$ cat src/rtl/spi_rc_pkg.sv
package spi_rc_pkg;
  localparam int AW = 13;

  typedef enum logic [1:0] {ST_IDLE, ST_HDR, ST_DATA, ST_DONE} fr_state_t;

  // upper nibble must be the bit-reverse of the lower nibble
  function automatic logic mirror_ok(input logic [7:0] b);
    return b[7:4] == {b[0], b[1], b[2], b[3]};
  endfunction

  // address after a data byte: up in LSB-first, down in MSB-first
  function automatic logic [AW-1:0] step_addr(input logic [AW-1:0] a, input logic lsb);
    return lsb ? a + 1'b1 : a - 1'b1;
  endfunction

  // bit sent at position idx of a byte for the given order
  function automatic logic pick_bit(input logic [7:0] b, input logic [2:0] idx, input logic lsb);
    return lsb ? b[idx] : b[3'd7 - idx];
  endfunction
endpackage

$ cat src/rtl/spi_rc_sync.sv
module spi_rc_sync #(
  parameter int STAGES = 2
) (
  input  logic clk,
  input  logic rst_n,
  input  logic sclk,
  input  logic csb,
  input  logic sdi,
  output logic sclk_rise,
  output logic cs_low,
  output logic cs_fall,
  output logic cs_rise,
  output logic sdi_s
);
  localparam int TOP = STAGES - 1;

  logic [STAGES-1:0] sck_p, cs_p, sd_p;
  logic sck_d, cs_d;

  always_ff @(posedge clk or negedge rst_n) begin
    if (!rst_n) begin
      sck_p <= '0;
      cs_p  <= '1;
      sd_p  <= '0;
      sck_d <= 1'b0;
      cs_d  <= 1'b1;
    end else begin
      sck_p <= {sck_p[STAGES-2:0], sclk};
      cs_p  <= {cs_p[STAGES-2:0], csb};
      sd_p  <= {sd_p[STAGES-2:0], sdi};
      sck_d <= sck_p[TOP];
      cs_d  <= cs_p[TOP];
    end
  end

  assign sclk_rise = sck_p[TOP] & ~sck_d;
  assign cs_low    = ~cs_p[TOP];
  assign cs_fall   = ~cs_p[TOP] & cs_d;
  assign cs_rise   = cs_p[TOP] & ~cs_d;
  assign sdi_s     = sd_p[TOP];
endmodule

$ cat src/rtl/spi_rc_frame.sv
module spi_rc_frame
  import spi_rc_pkg::*;
(
  input  logic          clk,
  input  logic          rst_n,
  input  logic          sclk_rise,
  input  logic          cs_low,
  input  logic          cs_fall,
  input  logic          cs_rise,
  input  logic          sdi,
  input  logic          cfg_lsb,
  input  logic [7:0]    rd_byte,
  output logic [AW-1:0] cur_addr,
  output logic          wr_stb,
  output logic [AW-1:0] wr_addr,
  output logic [7:0]    wr_data,
  output logic          rd_active,
  output logic          rd_bit
);
  fr_state_t     state;
  logic [3:0]    bitcnt;
  logic [15:0]   hdr;
  logic [7:0]    dat;
  logic          rw, stream, lsb_q;
  logic [1:0]    left;
  logic [15:0]   nh;
  logic [7:0]    nd;

  assign nh = lsb_q ? {sdi, hdr[15:1]} : {hdr[14:0], sdi};
  assign nd = lsb_q ? {sdi, dat[7:1]}  : {dat[6:0], sdi};

  always_ff @(posedge clk or negedge rst_n) begin
    if (!rst_n) begin
      state    <= ST_IDLE;
      bitcnt   <= '0;
      hdr      <= '0;
      dat      <= '0;
      rw       <= 1'b0;
      stream   <= 1'b0;
      lsb_q    <= 1'b0;
      left     <= '0;
      cur_addr <= '0;
      wr_stb   <= 1'b0;
      wr_addr  <= '0;
      wr_data  <= '0;
    end else begin
      wr_stb <= 1'b0;
      if (cs_rise) begin
        case (state)
          ST_HDR:  state <= ST_IDLE;
          ST_DATA: if (bitcnt != 4'd0 || stream) state <= ST_IDLE;
          ST_DONE: state <= ST_IDLE;
          default: ;
        endcase
      end else if (cs_fall && state == ST_IDLE) begin
        state  <= ST_HDR;
        bitcnt <= '0;
        lsb_q  <= cfg_lsb;
      end else if (sclk_rise && cs_low) begin
        case (state)
          ST_HDR: begin
            hdr <= nh;
            if (bitcnt == 4'd15) begin
              state    <= ST_DATA;
              bitcnt   <= '0;
              rw       <= nh[15];
              stream   <= (nh[14:13] == 2'b11);
              left     <= nh[14:13];
              cur_addr <= nh[12:0];
            end else begin
              bitcnt <= bitcnt + 4'd1;
            end
          end
          ST_DATA: begin
            dat <= nd;
            if (bitcnt == 4'd7) begin
              bitcnt <= '0;
              if (!rw) begin
                wr_stb  <= 1'b1;
                wr_addr <= cur_addr;
                wr_data <= nd;
              end
              cur_addr <= step_addr(cur_addr, lsb_q);
              if (!stream) begin
                if (left == 2'd0) state <= ST_DONE;
                else              left  <= left - 2'd1;
              end
            end else begin
              bitcnt <= bitcnt + 4'd1;
            end
          end
          default: ;
        endcase
      end
    end
  end

  assign rd_active = (state == ST_DATA) && rw && cs_low;
  assign rd_bit    = pick_bit(rd_byte, bitcnt[2:0], lsb_q);

  // a paused counted frame keeps its place
  assert_stall_hold_R4: assert property (@(posedge clk) disable iff (!rst_n)
    (state == ST_DATA && !cs_low && !cs_rise) |=> (state == ST_DATA && $stable(cur_addr)));

  // chip select rising mid-byte abandons the frame without a write
  assert_partial_drop_R9: assert property (@(posedge clk) disable iff (!rst_n)
    (cs_rise && state == ST_DATA && bitcnt != 4'd0) |=> (state == ST_IDLE && !wr_stb));

  // no write once the counted bytes are finished
  assert_count_limit_R2: assert property (@(posedge clk) disable iff (!rst_n)
    (state == ST_DONE && $past(state) == ST_DONE) |-> !wr_stb);
endmodule

$ cat src/rtl/spi_rc_regs.sv
module spi_rc_regs
  import spi_rc_pkg::*;
#(
  parameter int           DEPTH    = 8,
  parameter logic [12:0]  UPD_ADDR = 13'h232
) (
  input  logic             clk,
  input  logic             rst_n,
  input  logic             wr_stb,
  input  logic [AW-1:0]    wr_addr,
  input  logic [7:0]       wr_data,
  input  logic             sclk_rise,
  input  logic [AW-1:0]    rd_addr,
  output logic [7:0]       rd_byte,
  output logic             cfg_lsb,
  output logic             cfg_uni,
  output logic [8*DEPTH-1:0] act_flat
);
  localparam int IW = (DEPTH > 1) ? $clog2(DEPTH) : 1;

  logic [7:0] shadow [DEPTH];
  logic [7:0] active [DEPTH];
  logic [7:0] cfg;
  logic       upd_pend;
  logic       commit;
  logic [8*DEPTH-1:0] sh_flat;

  assign commit = upd_pend && sclk_rise;

  always_ff @(posedge clk or negedge rst_n) begin
    if (!rst_n) begin
      for (int i = 0; i < DEPTH; i++) begin
        shadow[i] <= '0;
        active[i] <= '0;
      end
      cfg      <= '0;
      upd_pend <= 1'b0;
    end else begin
      if (commit) begin
        for (int i = 0; i < DEPTH; i++) active[i] <= shadow[i];
        upd_pend <= 1'b0;
      end
      if (wr_stb) begin
        if (wr_addr == '0) begin
          if (mirror_ok(wr_data)) cfg <= wr_data;
        end else if (wr_addr == UPD_ADDR) begin
          if (wr_data[0]) upd_pend <= 1'b1;
        end else if (wr_addr < AW'(DEPTH)) begin
          shadow[wr_addr[IW-1:0]] <= wr_data;
        end
      end
    end
  end

  always_comb begin
    if (rd_addr == '0)                rd_byte = cfg;
    else if (rd_addr == UPD_ADDR)     rd_byte = {7'd0, upd_pend};
    else if (rd_addr < AW'(DEPTH))    rd_byte = active[rd_addr[IW-1:0]];
    else                              rd_byte = 8'd0;
  end

  generate
    for (genvar g = 0; g < DEPTH; g++) begin : g_flat
      assign act_flat[g*8 +: 8] = active[g];
      assign sh_flat[g*8 +: 8]  = shadow[g];
    end
  endgenerate

  assign cfg_lsb = cfg[1];
  assign cfg_uni = cfg[0];

  // the stored configuration byte is always mirrored
  assert_cfg_mirror_R6: assert property (@(posedge clk) disable iff (!rst_n)
    mirror_ok(cfg));

  // a commit copies the shadow bank and clears the request
  assert_commit_copy_R7: assert property (@(posedge clk) disable iff (!rst_n)
    commit |=> (act_flat == $past(sh_flat) && !upd_pend));

  // without a commit the active bank holds
  assert_active_hold_R7: assert property (@(posedge clk) disable iff (!rst_n)
    !commit |=> $stable(act_flat));
endmodule

$ cat src/rtl/spi_regctl.sv
module spi_regctl
  import spi_rc_pkg::*;
#(
  parameter int          DEPTH       = 8,
  parameter int          SYNC_STAGES = 2,
  parameter logic [12:0] UPD_ADDR    = 13'h232
) (
  input  logic               clk,
  input  logic               rst_n,
  input  logic               sclk,
  input  logic               csb,
  input  logic               sdio_i,
  output logic               sdio_o,
  output logic               sdio_oe,
  output logic               sdo,
  output logic               sdo_oe,
  output logic [8*DEPTH-1:0] act_bank
);
  logic          sclk_rise, cs_low, cs_fall, cs_rise, sdi_s;
  logic          cfg_lsb, cfg_uni;
  logic [7:0]    rd_byte;
  logic [AW-1:0] cur_addr, wr_addr;
  logic          wr_stb;
  logic [7:0]    wr_data;
  logic          rd_active, rd_bit;

  spi_rc_sync #(.STAGES(SYNC_STAGES)) u_sync (
    .clk(clk), .rst_n(rst_n), .sclk(sclk), .csb(csb), .sdi(sdio_i),
    .sclk_rise(sclk_rise), .cs_low(cs_low), .cs_fall(cs_fall),
    .cs_rise(cs_rise), .sdi_s(sdi_s)
  );

  spi_rc_frame u_frame (
    .clk(clk), .rst_n(rst_n), .sclk_rise(sclk_rise), .cs_low(cs_low),
    .cs_fall(cs_fall), .cs_rise(cs_rise), .sdi(sdi_s), .cfg_lsb(cfg_lsb),
    .rd_byte(rd_byte), .cur_addr(cur_addr), .wr_stb(wr_stb),
    .wr_addr(wr_addr), .wr_data(wr_data), .rd_active(rd_active), .rd_bit(rd_bit)
  );

  spi_rc_regs #(.DEPTH(DEPTH), .UPD_ADDR(UPD_ADDR)) u_regs (
    .clk(clk), .rst_n(rst_n), .wr_stb(wr_stb), .wr_addr(wr_addr),
    .wr_data(wr_data), .sclk_rise(sclk_rise), .rd_addr(cur_addr),
    .rd_byte(rd_byte), .cfg_lsb(cfg_lsb), .cfg_uni(cfg_uni), .act_flat(act_bank)
  );

  assign sdio_oe = rd_active & ~cfg_uni;
  assign sdo_oe  = rd_active & cfg_uni;
  assign sdio_o  = sdio_oe & rd_bit;
  assign sdo     = sdo_oe & rd_bit;
endmodule

$ cat config.mk
export PLATFORM = sky130hd
export DESIGN_NAME = spi_regctl
export DESIGN_NICKNAME = d
export VERILOG_FILES = /design/src/rtl/spi_rc_pkg.sv /design/src/rtl/spi_rc_sync.sv /design/src/rtl/spi_rc_frame.sv /design/src/rtl/spi_rc_regs.sv /design/src/rtl/spi_regctl.sv
export SDC_FILE = /design/constraint.sdc
export NUM_CORES = 1
export LEC_CHECK = 0
export ABC_CLOCK_PERIOD_IN_PS = 5200
export BUFFER_PORTS_ARGS = -buffer_cell sky130_fd_sc_hd__buf_2
export CELL_PAD_IN_SITES_DETAIL_PLACEMENT = 0
export CELL_PAD_IN_SITES_GLOBAL_PLACEMENT = 1
export CORE_MARGIN = 1.5
export CORE_UTILIZATION = 50
export DETAILED_ROUTE_END_ITERATION = 10
export PLACE_DENSITY = 0.88
export SYNTH_ARGS = -nofsm -noshare
export SYNTH_HDL_FRONTEND = slang
export SYNTH_SLANG_ARGS = --single-unit
$ cat constraint.sdc
create_clock -name clk -period 5.2 [get_ports clk]
set_clock_uncertainty 0.2 [all_clocks]
set_input_delay 0.78 -clock clk [delete_from_list [all_inputs] [get_ports clk]]
set_output_delay 0.78 -clock clk [all_outputs]
set_load 0.1 [all_outputs]
# Word-level counts from Yosys, hierarchy flattened
# Cells that the tools add are included.
# totals
ff_bits,215
input_bits,5
output_inout_bits,68
wordCells,164
# op_classes
n_addsub,5
order_cmp,7
eq_ne,19
muxes,51
bitwise_logic,18
n_reduce_logical,29
# op_table
cell,count
64-bit bitwise mux,1
8-bit 2-to-1 mux,7
13-bit 2-to-1 mux,3
"13-bit by 10-bit == test with 1-bit output, second input constant",2
13-bit zero test,2
"13-bit by 4-bit less-than comparator with 1-bit output, second input constant",2
13-bit one-hot mux with 2 select lines,1
8-bit binary-select mux with 3-bit select,1
8-bit demux with 3-bit select,1
2-bit 2-to-1 mux,12
16-bit 2-to-1 mux,1
4-bit 2-to-1 mux,4
8-bit AND reduction,2
1-bit 2-to-1 mux,14
"13-bit by 1-bit adder with 13-bit output, second input constant",1
"13-bit by 1-bit subtractor with 13-bit output, second input constant",1
"4-bit by 2-bit inequality test with 1-bit output, second input constant",3
2-bit one-hot mux with 2 select lines,3
4-bit AND reduction,3
6-bit AND reduction,2
1-bit NOT,9
"4-bit >= comparator, second input constant",2
"3-bit by 4-bit less-than comparator with 1-bit output, second input constant",2
3-bit NOT with 4-bit output,2
other kinds (26),48

# Depth between registers and ports, before layout
# Gate-level depths: netlist (run 1).
# depth
word_depth,11
ltp_mapped,10

# Hierarchy
# A second synthesis (run 1) with hierarchy kept.
# hier_totals
cells_unflattened,804
hier_area_um2,10102.2
# modules_own_cells
mod,instances,cells_each,area_each_um2,seq_area_each_um2
spi_rc_regs,1,382,5869.4,3428.3
spi_rc_frame,1,406,3970.1,1751.7
spi_rc_sync,1,12,229.0,203.9
spi_regctl,1,4,33.8,0.0

# Least setup slack after synthesis (run 1)
# Ideal clock, no wire load.
# synth_path
path_kind,flip-flop to output port
from,register u_frame.state[0]
to,output port sdio_o
t_arrival_ns,4.013
t_required_ns,4.220
path_slack_ns,0.207
stages_incl_launch_ff,9
path_buffers,1
path_cell_list,dfrtp_1 > inv_1 > ha_1 > clkbuf_1 > inv_1 > nor2_1 > nand2_1 > nor2_1 > a21boi_1
# synth_via
elab_chain_len,5
# synth_rtl
element,line,text
"start, declared",spi_rc_frame.sv:20,fr_state_t state;
"start signal, assigned",spi_rc_frame.sv:34,state <= ST_IDLE;
"start signal, assigned",spi_rc_frame.sv:50,ST_HDR: state <= ST_IDLE;
"start signal, assigned",spi_rc_frame.sv:51,ST_DATA: if (bitcnt != 4'd0 || stream) state <= ST_IDLE;
2-bit == test,spi_rc_frame.sv:98,assign rd_active = (state == ST_DATA) && rw && cs_low;
1-bit logical AND (2 in a row),spi_rc_frame.sv:98,
1-bit bitwise AND,spi_regctl.sv:46,assign sdio_oe = rd_active & ~cfg_uni;
net sdio_oe,spi_regctl.sv:14,"output logic sdio_oe,"
1-bit bitwise AND,spi_regctl.sv:48,assign sdio_o = sdio_oe & rd_bit;
"end, declared",spi_regctl.sv:13,"output logic sdio_o,"
# The timed path passes the listed nets, and every way through them passes these cells.

# Final worst setup path (run 1)
# layout_path
from,register u_frame.cur_addr[1]
to,output port sdio_o
# layout_via
elab_chain_len,11
# layout_rtl
element,line,text
"start, declared",spi_rc_frame.sv:13,"output logic [AW-1:0] cur_addr,"
"start signal, assigned",spi_rc_frame.sv:69,cur_addr <= nh[12:0];
"start signal, assigned",spi_rc_frame.sv:83,"cur_addr <= step_addr(cur_addr, lsb_q);"
"parallel branches: the longest is 6 deep, another holds 13-bit by 4-bit less-than comparator with 1-bit output",n/a,
8-bit 2-to-1 mux *,spi_rc_regs.sv:56,if (rd_addr == '0) rd_byte = cfg;
1-bit binary-select mux with 3-bit select,spi_rc_pkg.sv:18,return lsb ? b[idx] : b[3'd7 - idx];
1-bit 2-to-1 mux (implied by the code),spi_rc_pkg.sv:18,
1-bit 2-to-1 mux *,spi_rc_pkg.sv:18,
1-bit bitwise AND *,spi_regctl.sv:48,
# Mark *: on every way between the ends. The select of a mux whose other input is x is not followed.

==> results of run 1 <==
==> report_power, final <==
part	leakage, nW	internal, mW	total [mW]	switching, mW
Sequential	2.98	1.73	1.86	0.134
Clock	0.402	1.06	1.74	0.674
Combinational	2.16	0.444	1.00	0.557
Total	5.53	3.24	4.60	1.36
==> placed cells by master (no fill, tap or decap), types with 7 or more instances in the layout <==
cell type	netlist	final
a211oi_1	7	7
a21oi_1	38	38
buf_2	6	71
clkbuf_16	0	23
clkbuf_8	0	7
dfrtp_1	212	212
ha_1	17	17
inv_1	8	8
mux2_2	142	142
mux2_4	8	8
mux2i_1	25	25
mux4_2	9	9
nand2_1	67	66
nand3_1	15	15
nor2_1	27	27
nor2b_1	7	7
nor3_1	13	12
o21ai_0	49	49
xnor2_1	11	11
==> per-stage QoR <==
step / util, % / hold WS (ns)
detailed placement: 53.8 / 0.136
global placement: 53.8 / 0.135
global route: 57.9 / 0.163
floorplan: - / 0.131
CTS: 57.9 / 0.150
finish: 57.9 / 0.124
==> sequential cells by signal (all words and copies together), names as in the netlist, 4 cells and up <==
name / flops
u_frame.bitcnt: 4
u_frame.cur_addr: 13
u_frame.dat: 8
u_frame.hdr: 16
u_frame.wr_addr: 13
u_frame.wr_data: 8
u_regs.act_flat: 64
u_regs.cfg: 8
u_regs.sh_flat: 64
==> final cells by class <==
cell class / count / area [um2] / share of cell area, %
Clock buffer: 31 / 676 / 5.95
Tap cell: 265 / 332 / 2.92
Sequential cell: 215 / 5380 / 47.4
Multi-Input combinational cell: 526 / 4350 / 38.3
Timing Repair Buffer: 79 / 435 / 3.84
Inverter: 9 / 33.8 / 0.298
Clock inverter: 11 / 143 / 1.26
==> routing by layer <==
metal  GRT usage (%)  up-vias  part of all wire [%]
met5               0        -                     0
met4            6.75        0                   2.5
met3            3.11       44                   4.3
met2            35.2      141                    48
met1            30.6     3284                    45
li1                -     3011                     -
==> logic make-up (layout without fill, tap and decap cells) <==
kind of cell	after synthesis	in the layout	share of synthesized area (%)
flops	215	215	53.7
mux	188	188	22.7
simple gates	166	166	8.38
compound gates	140	140	8.67
buf+inv	60	130	2.96
fa+ha+maj	18	18	2.32
xor+xnor	14	14	1.22
==> path summary, 6_finish.rpt <==
kind / from / to / depth (start not counted)
hold reg to reg: u_sync.sd_p[0]$_DFF_PN0_ / u_sync.sd_p[1]$_DFF_PN0_ / 0
setup / recovery: u_frame.cur_addr[1]$_DFFE_PN0P_ / sdio_o / 9
max in group asynchronous: rst_n / u_regs.sh_flat[1]$_DFFE_PN0P_ / 2
min in group clk: u_sync.sd_p[0]$_DFF_PN0_ / u_sync.sd_p[1]$_DFF_PN0_ / 0
setup reg to reg: u_frame.cur_addr[2]$_DFFE_PN0P_ / u_frame.cur_addr[12]$_DFFE_PN0P_ / 8
hold / removal: rst_n / u_frame.hdr[12]$_DFFE_PN0P_ / 1
==> load_flow_metrics.sql, run 1 <==
INSERT INTO impl_metrics (metric_group, metric, value, unit) VALUES
('timing', 'maxSlewViolCount', '0', ''),
('timing', 'finalHoldViolations', '0', ''),
('setup_path', 'gate_family_responsible_for_the_most_delay_along_the_worst_path', 'compound AO/OA/AOI/OAI gates', ''),
('setup_path', 'critPathSlowestCell', 'dfrtp_1', ''),
('logic_synthesis', 'yosys-top-cells-count', '212 x dfrtp_1, 142 x mux2_2, 67 x nand2_1, 49 x o21ai_0, 38 x a21oi_1', ''),
('placement', 'place_area', '0.0105', 'mm2'),
('timing', 'finalSetupTns', '0', 'ns'),
('power', 'p_leak', '5.53', 'nW'),
('power', 'power-per-cell-area', '405', 'mW/mm2'),
('cells_and_area', 'area_growth', '13.3', '%'),
('setup_path', 'startpoint_type_of_the_worst_setup_path', 'flop', ''),
('logic_synthesis', 'syn_area', '0.0100', 'mm2'),
('logic_synthesis', 'post_synth.cell_area_avg', '12.5', 'um2'),
('placement', 'post-place-cells', '1094', ''),
('cells_and_area', 'final_cells', '1136', ''),
('die', 'die_width', '145', 'um'),
('setup_path', 'ff2ff_setup_slack', '2.04', 'ns'),
('global_routing', 'grt_antenna_before_repair', '0', ''),
('placement', 'hpwlAfterDp', '15200', 'um'),
('die', 'rows', '51', ''),
('timing', 'setup_viol', '0', ''),
('detailed_routing', 'postRouteWirelength', '22000', 'um'),
('clock_network', 'clockRootBuffer', 'clkbuf_16', ''),
('cells_and_area', 'num_antenna_cells', '0', ''),
('die', 'start_util', '51.2', '%'),
('job', 'maxCapViolations', '0', ''),
('global_routing', 'grt_max_degree', '132', ''),
('power', 'total_power', '4.60', 'mW'),
('logic_synthesis', 'synth-edff-count', '0', ''),
('cells_and_area', 'layout.filler_cells', '1587', ''),
('cells_and_area', 'proportion_of_layout_cells_with_a_drive_suffix_above_1', '35.0', '%'),
('timing', 'grt_setup_unrepaired', 'no', ''),
('power', 'worst_ir_drop_vdd', '0.249', 'mV'),
('setup_path', 'path_cells', 'buf_4 -> mux4_2 -> nand2_1 -> a21oi_1 -> o221ai_1 -> a211oi_1 -> o41ai_2 -> a21boi_1 -> buf_2', ''),
('worst_hold_path', 'min_path_type', 'primary input to asynchronous set/reset pin', ''),
('logic_synthesis', 'synthArstFlopShare', '100', '%'),
('timing', 'max_clock_freq', '212', 'MHz'),
('detailed_routing', 'avgViaCountPerCell', '5.70', ''),
('timing', 'slew-limit-headroom', '31.9', '%'),
('detailed_routing', 'drt-initial-drc-count', '336', ''),
('clock_network', 'cts-resized-gates', '0', ''),
('clock_network', 'cts_clk_pin_slew_worst_paths', '0.06', 'ns'),
('die', 'area_enclosed_by_the_die_boundary', '0.0209', 'mm2'),
('logic_synthesis', 'post_synth_num_cell_types', '73', ''),
('placement', 'port-buffer-count', '72', ''),
('setup_path', 'cp_slowest_stage_delay', '0.93', 'ns'),
('logic_synthesis', 'yosysWarningCount', '0', ''),
('detailed_routing', 'avgRoutedWirePerCell', '19.3', 'um'),
('detailed_routing', 'vias', '6480', ''),
('logic_synthesis', 'synthMostInstantiatedCell', 'dfrtp_1', ''),
('logic_synthesis', 'netlist_top_cells_area', 'dfrtp_1 53%, mux2_2 16%, nand2_1 2.5%', ''),
('timing', 'tightestPinTransition', '1.02', 'ns'),
('status', 'outcome', 'completed', ''),
('clock_network', 'cts-hold-fix-buffers', '0', ''),
('setup_path', 'crit_path_end_kind', 'primary output', ''),
('detailed_routing', 'drc', '0', ''),
('placement', 'gp_congestion', '0.954', ''),
('clock_network', 'cts_setup_buffers', '0', ''),
('clock_network', 'cts_num_sinks', '215', ''),
('detailed_routing', 'drt_pass1_iterations', '5', ''),
('logic_synthesis', 'syn-instance-count', '801', ''),
('cells_and_area', 'finalInstanceArea', '0.0114', 'mm2'),
('setup_path', 'path_class', 'flop to primary output', ''),
('setup_path', 'critical_path_buf_inv_count', '2', ''),
('logic_synthesis', 'ys_ff_latch', '215', ''),
('placement', 'place_ws', '0.980', 'ns'),
('detailed_routing', 'detail-route-antenna-nets', '0', ''),
('setup_path', 'cp.arrival', '3.73', 'ns'),
('timing', 'period_share', '90.6', '%'),
('global_routing', 'grt_pass1_wl', '35100', 'um'),
('clock_network', 'clkLatencyLatePin', '0.52', 'ns');
No activity file was read; power rests on OpenSTA's default activity.
==> run 2: changes to the inputs <==
--- a/config.mk
+++ b/config.mk
@@ -12,6 +12,7 @@
 export CORE_MARGIN = 1.5
 export CORE_UTILIZATION = 50
 export DETAILED_ROUTE_END_ITERATION = 10
+export GPL_TIMING_DRIVEN = 0
 export PLACE_DENSITY = 0.88
 export SYNTH_ARGS = -nofsm -noshare
 export SYNTH_HDL_FRONTEND = slang
==> load_flow_metrics.sql, run 2 (synthesized netlist as in run 1, its figures left out) <==
INSERT INTO impl_metrics (metric_group, metric, value, unit) VALUES
('timing', 'final_period_minus_worst_setup_slack', '4.42', 'ns'),
('setup_path', 'worst_setup_path_startpoint', 'u_frame.cur_addr[1]$_DFFE_PN0P_', ''),
('timing', 'finalHoldViolations', '0', ''),
('cells_and_area', 'most_frequent_cells_in_the_layout', '212 x dfrtp_1, 142 x mux2_2, 77 x buf_2', ''),
('clock_network', 'clk_path_buf_depth', '3', ''),
('setup_path', 'path_class', 'flop to primary output', ''),
('power', 'total_power', '4.75', 'mW'),
('die', 'dieHeight', '145', 'um'),
('detailed_routing', 'drt-initial-drc-count', '455', ''),
('global_routing', 'grt_pass1_vias', '6792', ''),
('cells_and_area', 'finalInstanceArea', '0.0116', 'mm2'),
('die', 'die_width', '145', 'um'),
('cells_and_area', 'final_cells', '1181', ''),
('timing', 'setup_viol', '0', ''),
('placement', 'port-buffer-count', '72', ''),
('timing', 'smallest_setup_slack_after_layout', '0.781', 'ns'),
('timing', 'final_hold_slack', '0.146', 'ns'),
('timing', 'tightestPinTransition', '0.816', 'ns'),
('global_routing', 'grt_antenna_before_repair', '1', ''),
('clock_network', 'total_number_of_h_tree_levels', '1', ''),
('timing', 'max_clock_freq', '226', 'MHz'),
('placement', 'post-place-cells', '1140', ''),
('die', 'core_region_area', '0.0196', 'mm2'),
('placement', 'place_area', '0.0108', 'mm2'),
('cells_and_area', 'area_growth', '15.8', '%'),
('detailed_routing', 'postRouteWirelength', '23600', 'um'),
('die', 'start_util', '51.2', '%'),
('setup_path', 'cp.arrival', '3.44', 'ns'),
('clock_network', 'tritoncts', 'built', ''),
('job', 'maxCapViolations', '0', ''),
('detailed_routing', 'vias', '6808', ''),
('detailed_routing', 'avgViaCountPerCell', '5.76', ''),
('placement', 'place_ws', '1.37', 'ns'),
('clock_network', 'cts_num_sinks', '215', ''),
('detailed_routing', 'avgRoutedWirePerCell', '20.0', 'um'),
('setup_path', 'startpoint_type_of_the_worst_setup_path', 'flop', ''),
('setup_path', 'r2r-start', 'u_frame.lsb_q$_DFFE_PN0P_', ''),
('global_routing', 'grt_max_degree', '90', ''),
('setup_path', 'top_fanout_value_on_the_critical_path', '10', ''),
('cells_and_area', 'ff_latch_area', '0.00538', 'mm2'),
('worst_hold_path', 'min_path_type', 'flop to flop', ''),
('timing', 'grt_setup_unrepaired', 'no', ''),
('clock_network', 'cts-resized-gates', '0', ''),
('detailed_routing', 'drc', '0', ''),
('global_routing', 'gr-usage-all-layers', '23.5', '%'),
('die', 'number_of_primary_i_o_pins', '73', ''),
('power', 'worst_ir_drop_vdd', '0.232', 'mV'),
('placement', 'gp_congestion', '0.864', ''),
('cells_and_area', 'layout.filler_cells', '1562', ''),
('detailed_routing', 'detail-route-antenna-nets', '0', ''),
('clock_network', 'clockRootBuffer', 'clkbuf_16', ''),
('cells_and_area', 'multi_input_gate_area', '0.00434', 'mm2'),
('power', 'p_leak', '5.65', 'nW'),
('die', 'rows', '51', ''),
('setup_path', 'timing.critical_path.required', '4.22', 'ns'),
('status', 'outcome', 'completed', ''),
('setup_path', 'crit_path_end_kind', 'primary output', ''),
('placement', 'hpwlAfterDp', '16500', 'um'),
('cells_and_area', 'layout.cells.most_common', 'dfrtp_1', ''),
('cells_and_area', 'num_antenna_cells', '0', ''),
('detailed_routing', 'drt_pass1_iterations', '5', ''),
('clock_network', 'cts_inserted_buffers', '23', ''),
('power', 'power-per-cell-area', '409', 'mW/mm2'),
('global_routing', 'grt_pass1_wl', '37200', 'um'),
('global_routing', 'grt_remaining_overflow', '0', ''),
('worst_hold_path', 'hold_path.startpoint', 'u_sync.sd_p[0]$_DFF_PN0_', ''),
('cells_and_area', 'finish.utilization', '59.3', '%'),
('cells_and_area', 'proportion_of_layout_cells_with_a_drive_suffix_above_1', '33.4', '%'),
('timing', 'maxSlewViolCount', '0', ''),
('cells_and_area', 'final_nets', '924', ''),
('timing', 'period_share', '85.0', '%'),
('die', 'area_enclosed_by_the_die_boundary', '0.0209', 'mm2'),
('timing', 'slew-limit-headroom', '45.6', '%'),
('timing', 'finalSetupTns', '0', 'ns'),
('clock_network', 'clkLatencyLatePin', '0.52', 'ns'),
('clock_network', 'cts_clk_pin_slew_worst_paths', '0.06', 'ns');
[run 2: worst max-delay path, stage by stage, from the launching register on]
cell	delay, ns
dfrtp_1	0.40
buf_6	0.18
buf_12	0.16
mux4_1	0.56
mux2i_1	0.39
a221oi_1	0.19
o41ai_2	0.54
a21boi_1	0.16
buf_2	0.33
[run 2: final cells by class]
type	instances	area share (%)
tap	265	2.86
timing repair buffer	75	3.75
clock buffer	32	5.51
multi-input combinational	526	37.4
inverter	9	0.291
sequential	215	46.4
buffer	51	2.26
clock inverter	8	1.55
[run 2: final timing paths]
check / end / cells after the start / slack [ns]
worst min register to register: u_sync.sd_p[1]$_DFF_PN0_ / 0 / 0.15
worst max register to register: u_frame.cur_addr[12]$_DFFE_PN0P_ / 10 / 1.63
min in group asynchronous: u_frame.hdr[14]$_DFFE_PN0P_ / 2 / 0.53
worst max-delay path: sdo / 8 / 0.78
max in group asynchronous: u_regs.act_flat[27]$_DFFE_PN0P_ / 4 / 3.10
worst min-delay path: u_sync.sd_p[1]$_DFF_PN0_ / 0 / 0.15
[run 2: repair_timing]
item | in CTS | in global routing
hold buffers | 1 | 0
endpoints found under the hold margin | 41 | 0
setup buffers | 0 | 0
[run 2: per-layer routing]
metal | track usage [%] | up-vias | share of wire, %
li1 | - | 3098 | -
met1 | 33.2 | 3499 | 44
met2 | 37.6 | 165 | 48
met3 | 3.64 | 46 | 5.5
met4 | 7.18 | 0 | 2.3
met5 | 0 | - | 0
[run 2: power breakdown]
group	total, mW	switching (mW)	internal (mW)
sequential	1.80	0.0657	1.73
clock	1.77	0.665	1.11
combinational	1.18	0.673	0.505
total	4.75	1.40	3.35
==> run 3: changes to the inputs <==
--- a/config.mk
+++ b/config.mk
@@ -5,15 +5,15 @@
 export SDC_FILE = /design/constraint.sdc
 export NUM_CORES = 1
 export LEC_CHECK = 0
-export ABC_CLOCK_PERIOD_IN_PS = 5200
+export ABC_CLOCK_PERIOD_IN_PS = 4600
 export BUFFER_PORTS_ARGS = -buffer_cell sky130_fd_sc_hd__buf_2
 export CELL_PAD_IN_SITES_DETAIL_PLACEMENT = 0
 export CELL_PAD_IN_SITES_GLOBAL_PLACEMENT = 1
 export CORE_MARGIN = 1.5
-export CORE_UTILIZATION = 50
+export CORE_UTILIZATION = 49
 export DETAILED_ROUTE_END_ITERATION = 10
 export GPL_TIMING_DRIVEN = 0
-export PLACE_DENSITY = 0.88
+export PLACE_DENSITY = 0.87
 export SYNTH_ARGS = -nofsm -noshare
 export SYNTH_HDL_FRONTEND = slang
 export SYNTH_SLANG_ARGS = --single-unit
==> constraint.sdc (replaced) <==
create_clock -name clk -period 4.6 [get_ports clk]
set_clock_uncertainty 0.2 [all_clocks]
set_input_delay 0.69 -clock clk [delete_from_list [all_inputs] [get_ports clk]]
set_output_delay 0.69 -clock clk [all_outputs]
set_load 0.1 [all_outputs]
==> load_flow_metrics.sql, run 3 (synthesized netlist as in run 1, its figures left out) <==
INSERT INTO impl_metrics (metric_group, metric, value, unit) VALUES
('clock_network', 'cts_clk_pin_slew_worst_paths', '0.06', 'ns'),
('clock_network', 'clkLatencyLatePin', '0.53', 'ns'),
('timing', 'max_clock_freq', '234', 'MHz'),
('die', 'die_width', '146', 'um'),
('cells_and_area', 'proportion_of_layout_cells_with_a_drive_suffix_above_1', '33.8', '%'),
('detailed_routing', 'drc', '0', ''),
('detailed_routing', 'detail-route-antenna-nets', '0', ''),
('clock_network', 'tritoncts', 'built', ''),
('cells_and_area', 'finalInstanceArea', '0.0115', 'mm2'),
('detailed_routing', 'vias', '6716', ''),
('clock_network', 'cts_num_sinks', '215', ''),
('cells_and_area', 'multi_input_gate_area', '0.00434', 'mm2'),
('timing', 'setup_viol', '0', ''),
('die', 'dieHeight', '146', 'um'),
('cells_and_area', 'num_antenna_cells', '0', ''),
('timing', 'finalHoldViolations', '14', ''),
('clock_network', 'cts-resized-gates', '0', ''),
('global_routing', 'grt_max_degree', '128', ''),
('clock_network', 'cts_setup_buffers', '0', ''),
('placement', 'port-buffer-count', '72', ''),
('cells_and_area', 'final_nets', '923', ''),
('die', 'number_of_primary_i_o_pins', '73', ''),
('timing', 'period_share', '92.9', '%'),
('die', 'core_region_area', '0.0202', 'mm2'),
('timing', 'tightestPinTransition', '0.782', 'ns'),
('power', 'worst_ir_drop_vdd', '0.295', 'mV'),
('setup_path', 'top_fanout_value_on_the_critical_path', '10', ''),
('timing', 'slew-limit-headroom', '47.9', '%'),
('cells_and_area', 'most_frequent_cells_in_the_layout', '212 x dfrtp_1, 142 x mux2_2, 77 x buf_2', ''),
('clock_network', 'clk_path_buf_depth', '3', ''),
('cells_and_area', 'area_growth', '15.2', '%'),
('timing', 'grt_setup_unrepaired', 'no', ''),
('clock_network', 'total_number_of_h_tree_levels', '1', ''),
('setup_path', 'worst_setup_path_startpoint', 'u_frame.cur_addr[1]$_DFFE_PN0P_', ''),
('die', 'area_enclosed_by_the_die_boundary', '0.0213', 'mm2'),
('setup_path', 'path_cells', 'buf_6 -> buf_12 -> mux4_1 -> mux2i_1 -> a221oi_1 -> o41ai_2 -> a21boi_1 -> buf_2', ''),
('die', 'start_util', '49.7', '%'),
('status', 'violated_checks', 'hold timing', ''),
('placement', 'gp_congestion', '0.856', ''),
('placement', 'place_area', '0.0108', 'mm2'),
('setup_path', 'cp.arrival', '3.38', 'ns'),
('clock_network', 'cts_inserted_buffers', '24', ''),
('global_routing', 'grt_pass1_vias', '6788', ''),
('detailed_routing', 'drt_pass1_iterations', '5', ''),
('detailed_routing', 'postRouteWirelength', '23700', 'um'),
('worst_hold_path', 'min_path_type', 'primary input to asynchronous set/reset pin', ''),
('setup_path', 'crit_path_end_kind', 'primary output', ''),
('global_routing', 'grt_antenna_before_repair', '0', ''),
('timing', 'maxSlewViolCount', '0', ''),
('cells_and_area', 'final_cells', '1186', ''),
('global_routing', 'grt_pass1_wl', '37900', 'um'),
('setup_path', 'critical_path_buf_inv_count', '3', ''),
('power', 'power-per-cell-area', '457', 'mW/mm2'),
('setup_path', 'cp_slowest_stage_delay', '0.56', 'ns'),
('die', 'rows', '52', ''),
('detailed_routing', 'avgRoutedWirePerCell', '20.0', 'um'),
('clock_network', 'clockRootBuffer', 'clkbuf_16', ''),
('job', 'maxCapViolations', '0', ''),
('timing', 'final_period_minus_worst_setup_slack', '4.27', 'ns'),
('setup_path', 'r2r-start', 'u_frame.lsb_q$_DFFE_PN0P_', ''),
('clock_network', 'cts-hold-fix-buffers', '0', ''),
('placement', 'hpwlAfterDp', '16600', 'um'),
('setup_path', 'timing.critical_path.required', '3.71', 'ns'),
('setup_path', 'startpoint_type_of_the_worst_setup_path', 'flop', ''),
('setup_path', 'path_class', 'flop to primary output', ''),
('global_routing', 'gr-usage-all-layers', '22.6', '%'),
('cells_and_area', 'layout.filler_cells', '1670', ''),
('setup_path', 'critPathSlowestCell', 'mux4_1', ''),
('detailed_routing', 'avgViaCountPerCell', '5.66', ''),
('cells_and_area', 'ff_latch_area', '0.00538', 'mm2'),
('global_routing', 'grt_remaining_overflow', '0', ''),
('power', 'p_leak', '5.62', 'nW'),
('detailed_routing', 'drt-initial-drc-count', '383', ''),
('status', 'outcome', 'finished, violations left', ''),
('placement', 'post-place-cells', '1144', ''),
('timing', 'final_hold_slack', '-0.0124', 'ns'),
('cells_and_area', 'layout.cells.most_common', 'dfrtp_1', ''),
('setup_path', 'gate_family_responsible_for_the_most_delay_along_the_worst_path', 'multiplexers', '');
## run 3: cell types whose count changed in the layout (fill, tap and decap cells not counted)
| cell | before | now |
|---|---|---|
| clkinv_2 | 2 | 4 |
| a21boi_2 | 0 | 1 |
| buf_16 | 2 | 1 |
| a21boi_1 | 2 | 1 |
| clkbuf_1 | 40 | 38 |
| dlygate4sd3_1 | 1 | 0 |
| clkbuf_8 | 3 | 7 |
| clkinv_4 | 0 | 1 |
| bufinv_16 | 5 | 1 |
| inv_16 | 1 | 0 |
| clkbuf_16 | 23 | 24 |
| clkinv_8 | 0 | 1 |
## run 3: power breakdown
group / total [mW] / leakage, nW / internal, mW / switching [mW]
sequential: 2.03 / 2.98 / 1.96 / 0.0761
clock: 1.90 / 0.392 / 1.13 / 0.770
combinational: 1.34 / 2.25 / 0.568 / 0.774
## run 3: metal layers
layer / GRT usage, % / wire, um
met1: 32.2 / 11100
met2: 36.5 / 11200
met3: 2.82 / 853
met4: 7.07 / 567
met5: 0 / 0
## run 3: path summary, 6_finish.rpt
check / end / slack [ns] / depth (start not counted)
setup reg to reg: u_frame.cur_addr[12]$_DFFE_PN0P_ / 0.94 / 10
min in group clk: u_sync.cs_p[0]$_DFF_PN1_ / 0.07 / 1
max in group asynchronous: u_regs.sh_flat[62]$_DFFE_PN0P_ / 3.16 / 2
hold / removal: u_frame.left[0]$_DFFE_PN0P_ / -0.01 / 1
hold reg to reg: u_sync.sd_p[1]$_DFF_PN0_ / 0.14 / 0
setup / recovery: sdo / 0.33 / 8
## run 3: per-stage QoR
| step | power, mW | setup WS, ns | utilization (%) | setup TNS [ns] | hold slack [ns] |
|---|---|---|---|---|---|
| global placement | 3.37 | -0.999 | 53.2 | -207.02 | 0.134 |
| detailed placement | 3.40 | 0.819 | 53.3 | 0 | 0.138 |
| floorplan | 3.07 | 0.0985 | - | 0 | 0.131 |
| finish | 5.27 | 0.325 | 57.3 | 0 | -0.0124 |
| global route | 5.52 | 0.227 | 57.3 | 0 | 0.0335 |
| CTS | 5.29 | 0.275 | 57.3 | 0 | 0.0165 |
## run 3: final cells by class
class                      count  share of cell area, %
sequential                   215                   46.6
tap                          270                   2.93
multi-input combinational    526                   37.6
buffer                        51                   2.28
clock inverter                 7                  0.650
timing repair buffer          73                   3.45
clock buffer                  35                   6.17
inverter                       9                  0.293
## run 3: worst reg2reg max path: cells and delay by family (launching register included)
kind	cells	cell delay, ns
buffers and inverters	2	0.99
AOI/OAI and AO/OA	4	0.79
and+or+nand+nor	2	0.59
adders and majority gates	1	0.55
DFF	1	0.32
xor gates and xnor gates	1	0.15
